### src/rtl/tap_pkg.sv
package tap_pkg;

  typedef enum logic [3:0] {
    ST_RESET, ST_IDLE, ST_SEL_DR, ST_CAP_DR, ST_SH_DR, ST_EX1_DR, ST_PA_DR, ST_EX2_DR,
    ST_UP_DR, ST_SEL_IR, ST_CAP_IR, ST_SH_IR, ST_EX1_IR, ST_PA_IR, ST_EX2_IR, ST_UP_IR
  } tap_state_e;

  localparam int unsigned OP_W = 4;
  localparam logic [OP_W-1:0] OP_EXTEST = 4'b0000;
  localparam logic [OP_W-1:0] OP_INTEST = 4'b0001;
  localparam logic [OP_W-1:0] OP_SAMPLE = 4'b0010;
  localparam logic [OP_W-1:0] OP_IDCODE = 4'b0011;
  localparam logic [OP_W-1:0] OP_PULSE  = 4'b0100;
  localparam logic [OP_W-1:0] OP_BYPASS = 4'b1111;
  localparam logic [OP_W-1:0] IR_CAPTURE = 4'b0001;

  typedef struct packed {
    logic ext;
    logic intst;
    logic sample;
    logic idsel;
    logic pulse;
  } instr_t;

  function automatic tap_state_e tap_next(input tap_state_e s, input logic m);
    case (s)
      ST_RESET:  return m ? ST_RESET  : ST_IDLE;
      ST_IDLE:   return m ? ST_SEL_DR : ST_IDLE;
      ST_SEL_DR: return m ? ST_SEL_IR : ST_CAP_DR;
      ST_CAP_DR: return m ? ST_EX1_DR : ST_SH_DR;
      ST_SH_DR:  return m ? ST_EX1_DR : ST_SH_DR;
      ST_EX1_DR: return m ? ST_UP_DR  : ST_PA_DR;
      ST_PA_DR:  return m ? ST_EX2_DR : ST_PA_DR;
      ST_EX2_DR: return m ? ST_UP_DR  : ST_SH_DR;
      ST_UP_DR:  return m ? ST_SEL_DR : ST_IDLE;
      ST_SEL_IR: return m ? ST_RESET  : ST_CAP_IR;
      ST_CAP_IR: return m ? ST_EX1_IR : ST_SH_IR;
      ST_SH_IR:  return m ? ST_EX1_IR : ST_SH_IR;
      ST_EX1_IR: return m ? ST_UP_IR  : ST_PA_IR;
      ST_PA_IR:  return m ? ST_EX2_IR : ST_PA_IR;
      ST_EX2_IR: return m ? ST_UP_IR  : ST_SH_IR;
      default:   return m ? ST_SEL_DR : ST_IDLE;
    endcase
  endfunction

  function automatic instr_t tap_decode(input logic [OP_W-1:0] op);
    instr_t d;
    d = '0;
    case (op)
      OP_EXTEST: d.ext    = 1'b1;
      OP_INTEST: d.intst  = 1'b1;
      OP_SAMPLE: d.sample = 1'b1;
      OP_IDCODE: d.idsel  = 1'b1;
      OP_PULSE:  d.pulse  = 1'b1;
      default:   d = '0;
    endcase
    return d;
  endfunction

endpackage

### src/rtl/tap_fsm.sv
module tap_fsm
  import tap_pkg::*;
(
  input  logic       tck,
  input  logic       trst_n,
  input  logic       tms,
  output tap_state_e state
);
  always_ff @(posedge tck or negedge trst_n) begin
    if (!trst_n) state <= ST_RESET;
    else         state <= tap_next(state, tms);
  end
endmodule

### src/rtl/tap_ir.sv
module tap_ir
  import tap_pkg::*;
(
  input  logic            tck,
  input  logic            trst_n,
  input  tap_state_e      state,
  input  logic            tdi,
  output logic [OP_W-1:0] ir_sr,
  output logic [OP_W-1:0] ir_q
);
  always_ff @(posedge tck or negedge trst_n) begin
    if (!trst_n)                 ir_sr <= IR_CAPTURE;
    else if (state == ST_CAP_IR) ir_sr <= IR_CAPTURE;
    else if (state == ST_SH_IR)  ir_sr <= {tdi, ir_sr[OP_W-1:1]};
  end

  always_ff @(negedge tck or negedge trst_n) begin
    if (!trst_n)                ir_q <= OP_IDCODE;
    else if (state == ST_RESET) ir_q <= OP_IDCODE;
    else if (state == ST_UP_IR) ir_q <= ir_sr;
  end
endmodule

### src/rtl/tap_dr.sv
module tap_dr
  import tap_pkg::*;
#(
  parameter int unsigned NIN    = 4,
  parameter int unsigned NOUT   = 4,
  parameter logic [31:0] IDWORD = 32'h1002A083,
  localparam int unsigned NB    = NIN + NOUT
) (
  input  logic            tck,
  input  logic            trst_n,
  input  tap_state_e      state,
  input  instr_t          dec,
  input  logic            tdi,
  input  logic [NIN-1:0]  pin_in,
  input  logic [NOUT-1:0] core_out,
  output logic            dr_lsb,
  output logic [NB-1:0]   upd
);
  logic        bscan_sel;
  logic        byp_q;
  logic [31:0] id_sr;
  logic [NB-1:0] bsr;
  logic [NB-1:0] shin;

  assign bscan_sel = dec.ext | dec.intst | dec.sample;
  assign shin      = {tdi, bsr[NB-1:1]};

  always_ff @(posedge tck or negedge trst_n) begin
    if (!trst_n) begin
      byp_q <= 1'b0;
      id_sr <= IDWORD;
    end else begin
      if (state == ST_CAP_DR)     byp_q <= 1'b0;
      else if (state == ST_SH_DR) byp_q <= tdi;
      if (dec.idsel && state == ST_CAP_DR)     id_sr <= IDWORD;
      else if (dec.idsel && state == ST_SH_DR) id_sr <= {tdi, id_sr[31:1]};
    end
  end

  for (genvar g = 0; g < NB; g++) begin : g_cell
    logic cap_en, cap_val, cell_q, upd_q;
    if (g < NIN) begin : g_in
      assign cap_en  = dec.ext | dec.sample;
      assign cap_val = pin_in[g];
    end else begin : g_out
      assign cap_en  = dec.intst | dec.sample;
      assign cap_val = core_out[g-NIN];
    end

    always_ff @(posedge tck or negedge trst_n) begin
      if (!trst_n)                                      cell_q <= 1'b0;
      else if (bscan_sel && state == ST_CAP_DR && cap_en) cell_q <= cap_val;
      else if (bscan_sel && state == ST_SH_DR)          cell_q <= shin[g];
    end

    always_ff @(negedge tck or negedge trst_n) begin
      if (!trst_n)                               upd_q <= 1'b0;
      else if (bscan_sel && state == ST_UP_DR)   upd_q <= cell_q;
    end

    assign bsr[g] = cell_q;
    assign upd[g] = upd_q;
  end

  always_comb begin
    if (dec.idsel)      dr_lsb = id_sr[0];
    else if (bscan_sel) dr_lsb = bsr[0];
    else                dr_lsb = byp_q;
  end
endmodule

### src/rtl/tap_bscan.sv
module tap_bscan
  import tap_pkg::*;
#(
  parameter int unsigned NIN       = 4,
  parameter int unsigned NOUT      = 4,
  parameter logic [3:0]  ID_VER    = 4'b0001,
  parameter logic [15:0] ID_PART   = 16'h002A,
  parameter logic [10:0] ID_MAKER  = 11'b00001000001
) (
  input  logic            tck,
  input  logic            trst_n,
  input  logic            tms,
  input  logic            tdi,
  input  logic [NIN-1:0]  pin_in,
  input  logic [NOUT-1:0] core_out,
  output logic            tdo,
  output logic            tdo_oe,
  output logic [NOUT-1:0] pin_out,
  output logic [NIN-1:0]  core_in,
  output logic            test_mode,
  output logic            pulse_out
);
  localparam int unsigned NB     = NIN + NOUT;
  localparam logic [31:0] IDWORD = {ID_VER, ID_PART, ID_MAKER, 1'b1};

  tap_state_e      state;
  logic [OP_W-1:0] ir_sr;
  logic [OP_W-1:0] ir_q;
  instr_t          dec;
  logic            dr_lsb;
  logic [NB-1:0]   upd;
  logic            tdo_q, oe_q, pulse_q;

  tap_fsm u_fsm (.tck(tck), .trst_n(trst_n), .tms(tms), .state(state));

  tap_ir u_ir (
    .tck(tck), .trst_n(trst_n), .state(state), .tdi(tdi), .ir_sr(ir_sr), .ir_q(ir_q)
  );

  assign dec = tap_decode(ir_q);

  tap_dr #(.NIN(NIN), .NOUT(NOUT), .IDWORD(IDWORD)) u_dr (
    .tck(tck), .trst_n(trst_n), .state(state), .dec(dec), .tdi(tdi),
    .pin_in(pin_in), .core_out(core_out), .dr_lsb(dr_lsb), .upd(upd)
  );

  always_ff @(negedge tck or negedge trst_n) begin
    if (!trst_n) begin
      tdo_q <= 1'b0;
      oe_q  <= 1'b0;
    end else begin
      oe_q  <= (state == ST_SH_DR) || (state == ST_SH_IR);
      tdo_q <= (state == ST_SH_IR) ? ir_sr[0] : dr_lsb;
    end
  end

  always_ff @(posedge tck or negedge trst_n) begin
    if (!trst_n)                              pulse_q <= 1'b0;
    else if (dec.pulse && state == ST_IDLE)   pulse_q <= ~pulse_q;
    else                                      pulse_q <= 1'b0;
  end

  assign tdo       = tdo_q;
  assign tdo_oe    = oe_q;
  assign pulse_out = pulse_q;
  assign test_mode = dec.ext | dec.intst;
  assign pin_out   = dec.ext   ? upd[NB-1:NIN] : core_out;
  assign core_in   = dec.intst ? upd[NIN-1:0]  : pin_in;
endmodule

### config.mk
export PLATFORM = sky130hd
export DESIGN_NAME = tap_bscan
export DESIGN_NICKNAME = d
export VERILOG_FILES = /design/src/rtl/tap_pkg.sv /design/src/rtl/tap_fsm.sv /design/src/rtl/tap_ir.sv /design/src/rtl/tap_dr.sv /design/src/rtl/tap_bscan.sv
export SDC_FILE = /design/constraint.sdc
export NUM_CORES = 1
export LEC_CHECK = 0
export CAP_MARGIN = 25
export CORE_ASPECT_RATIO = 1.25
export CORE_MARGIN = 10
export CORE_UTILIZATION = 55
export DETAILED_ROUTE_END_ITERATION = 10
export PLACE_DENSITY = 0.74
export SYNTH_ARGS = -nofsm -noshare
export SYNTH_HDL_FRONTEND = slang
export SYNTH_SLANG_ARGS = --single-unit
### constraint.sdc
create_clock -name tck -period 4.3 [get_ports tck]
set_clock_uncertainty 0.1 [all_clocks]
set_input_delay 1.29 -clock tck [delete_from_list [all_inputs] [get_ports tck]]
set_output_delay 1.29 -clock tck [all_outputs]
set_load 0.01 [all_outputs]
==> results.json <==
{
  "dieHeight_um": 102.4,
  "start_util": 0.5756,
  "drc": 0,
  "antenna_found_initial": 0,
  "slew_headroom": 0.4202,
  "drv_slew": 0,
  "ys_types": 41,
  "path_class": "reg2out",
  "wl_per_cell_um": 15.39,
  "grtUsageTotal": 0.1535,
  "endpoint_kind": "primary output",
  "post_dp_cell_area_mm2": 0.003383,
  "pwr_density_cell_mw_per_mm2": 683.7,
  "max_cap_violations": 0,
  "syn_area_mm2": 0.002987,
  "grt_pass1_wl_um": 10790,
  "vias": 2336,
  "place_hpwl_um": 4329,
  "hold_depth": 1,
  "dpl.cell_count": 396,
  "finalNonFillerCells": 415,
  "ys_warn_count": 0,
  "syn_inst": 315,
  "avgSynthCellArea_um2": 9.481,
  "syn_to_final_growth_pct": 21.24,
  "gp_congestion": 0.8094,
  "synth_nets": 327,
  "synth_top_family_by_area": "simple AND/OR/NAND/NOR gates",
  "pre_cts_slack_ps": -873.1,
  "cts.sinks": 64,
  "cts-buffers-inserted": 9,
  "holdWs_ps": 359.5,
  "die-area_mm2": 0.008796,
  "drt-initial-drc-count": 153,
  "clock_path_buffers": 2,
  "grt_pass1_vias": 2242,
  "grt-ovfl-total": 0,
  "rows": 29,
  "tightestPinTransition_ps": 867.2,
  "synthSimpleGateAreaFrac": 0.1952,
  "fillCellCount": 409,
  "synthXorXnorAreaFrac": 0.002933,
  "dr.pass1.iters": 4,
  "core_area_mm2": 0.005189,
  "required_ps": 2910,
  "violations": "setup timing",
  "clk_pin_slew_ps": 40,
  "max-vdd-ir-drop_uv": 446.4,
  "finalHoldViolations": 0,
  "p_leak_nw": 1.630,
  "cts_root_buf": "clkbuf_8",
  "worstSetupStartpointType": "flop",
  "final_nets": 360,
  "setup_viol": 11,
  "tns_ps": -7316,
  "grt_max_degree": 37,
  "vias_per_cell": 5.629,
  "setup_slack_ps": -858.1,
  "final_area_mm2": 0.003621,
  "drt-total-wl_um": 6385,
  "fp.dieW_um": 85.91,
  "port_buffers": 23,
  "synth_compound_area_frac": 0.1378,
  "synth.area.mux_share": 0.08337,
  "final_common_cell": "nand2_1",
  "synthAdderAreaFrac": 0,
  "status": "complete, but fails checks",
  "synth_seq_cells": 64,
  "reg2reg_depth": 5,
  "clock_latency_ps": 380,
  "antenna_left": 0,
  "final_cell_mix": "nand2_1, dfrtp_1, o21ai_1",
  "totalPowerFinal_mw": 2.476,
  "cts_tree": "yes",
  "h-tree-depth": 3,
  "synth.yosys.seq_area_share": 0.5404,
  "fin_util": 0.6979,
  "path_max_fanout": 4,
  "io_pins": 24,
  "arrival_ps": 3770,
  "holdCritPathClass": "reg2reg",
  "antenna_cells": 0,
  "grt_setup_unrepaired": "yes",
  "layout-drive-gt1-share": 0.2266,
  "cts_hold_buffers": 0
}
-- path summary, 6_finish.rpt --
check,from,to,slack (ps)
worst min-delay path,u_dr.g_cell[1].upd_q,u_dr.g_cell[1].upd_q,360
worst max register to register,u_ir.ir_q[3],u_dr.g_cell[0].cell_q,380
worst max-delay path,u_ir.ir_q[1],core_in[0],-860
min in group asynchronous,trst_n,u_dr.g_cell[5].cell_q,770
worst min register to register,u_dr.g_cell[1].upd_q,u_dr.g_cell[1].upd_q,360
max in group asynchronous,trst_n,u_dr.g_cell[5].upd_q,820
-- synth_stat cells --
master     number  area, um^2
and3_1          1       6.260
nor2_1         24       90.09
a22oi_1         2       15.01
o2111ai_2       1       15.01
o221ai_1        3       26.28
inv_1           6       22.52
or3_1           1       6.260
mux2_2         15       168.9
o21ai_0        14       70.07
clkbuf_1        9       33.78
a21oi_1        16       80.08
o21a_1          1       7.510
a311oi_1        1       8.760
dfrtn_1        12       300.3
nand3_1         7       35.03
o21ai_1        29       145.1
nor4b_1         2       17.52
xor2_1          1       8.760
nor4b_4         1       23.77
buf_2          12       60.06
and2_0          1       6.260
buf_1           1       3.750
nand3b_1        1       7.510
mux2i_1         8       80.08
a32o_1          1       10.01
dfstp_2        10       262.8
nand2_1        70       262.8
dfrtp_1        42        1051
nor2b_1         4       25.02
nor2_2          1       6.260
o211ai_1        1       7.510
and4bb_2        1       12.51
nand3_2         1       10.01
o22ai_1         3       18.77
nor4_1          1       6.260
nor4_2          1       12.51
nor3_1          3       15.01
a211oi_1        1       7.510
nand2b_1        3       18.77
and4_1          1       8.760
nand4_1         2       12.51
-- where the power goes --
| group | internal (mW) | leakage [nW] | total (mW) | switching [mW] |
|---|---|---|---|---|
| clock network | 0.357 | 0.124 | 0.583 | 0.226 |
| registers | 0.855 | 0.813 | 1.01 | 0.153 |
| logic | 0.369 | 0.693 | 0.885 | 0.516 |
| total | 1.58 | 1.63 | 2.48 | 0.895 |
-- registers in the layout, summed over array words and instances (netlist names) --
register            count
u_dr.id_sr             32
u_dr.g_cell.cell_q      8
u_dr.g_cell.upd_q       8
u_fsm.state             4
u_ir.ir_q               4
u_ir.ir_sr              4
pulse_out               1
tdo                     1
tdo_oe                  1
u_dr.byp_q              1
-- repair_timing --
action	4_1_cts	5_1_grt
endpoints found under the hold margin	0	0
endpoints found under the setup margin	11	11
setup buffers	2	0
pin swaps	2	3
resized for setup	58	1
-- area by class of cell --
type                            count  area [um^2]  share of cell area
Clock buffer                       12        135.1             0.03732
Clock inverter                      6        90.09             0.02488
Inverter                            5        18.77            0.005183
Multi-Input combinational cell    223         1314              0.3628
Sequential cell                    64         1614              0.4458
Tap cell                           62        77.57             0.02142
Timing Repair Buffer               43        371.6              0.1026
-- metal layers --
layer  part of all wire  routed length [um]  global-route usage
met5                  0                   0                   0
met4              0.013                  85             0.05964
met3              0.036                 229             0.05096
met2               0.52                3315              0.2447
met1               0.43                2754              0.1880
-- logic make-up (layout without fill, tap and decap cells) --
| family | after synthesis | after routing |
|---|---|---|
| DFF | 64 | 64 |
| AOI/OAI and AO/OA | 73 | 73 |
| buffers and inverters | 28 | 66 |
| xor gates and xnor gates | 1 | 1 |
| and+or+nand+nor | 126 | 126 |
| muxes | 23 | 23 |
-- worst max-delay path: stages (launching register included) --
cell and delay (ps):
dfstp_2 580, nor3_4 60, and2_4 170, mux2_4 300, buf_6 120
(Power assumes the default switching activity.)
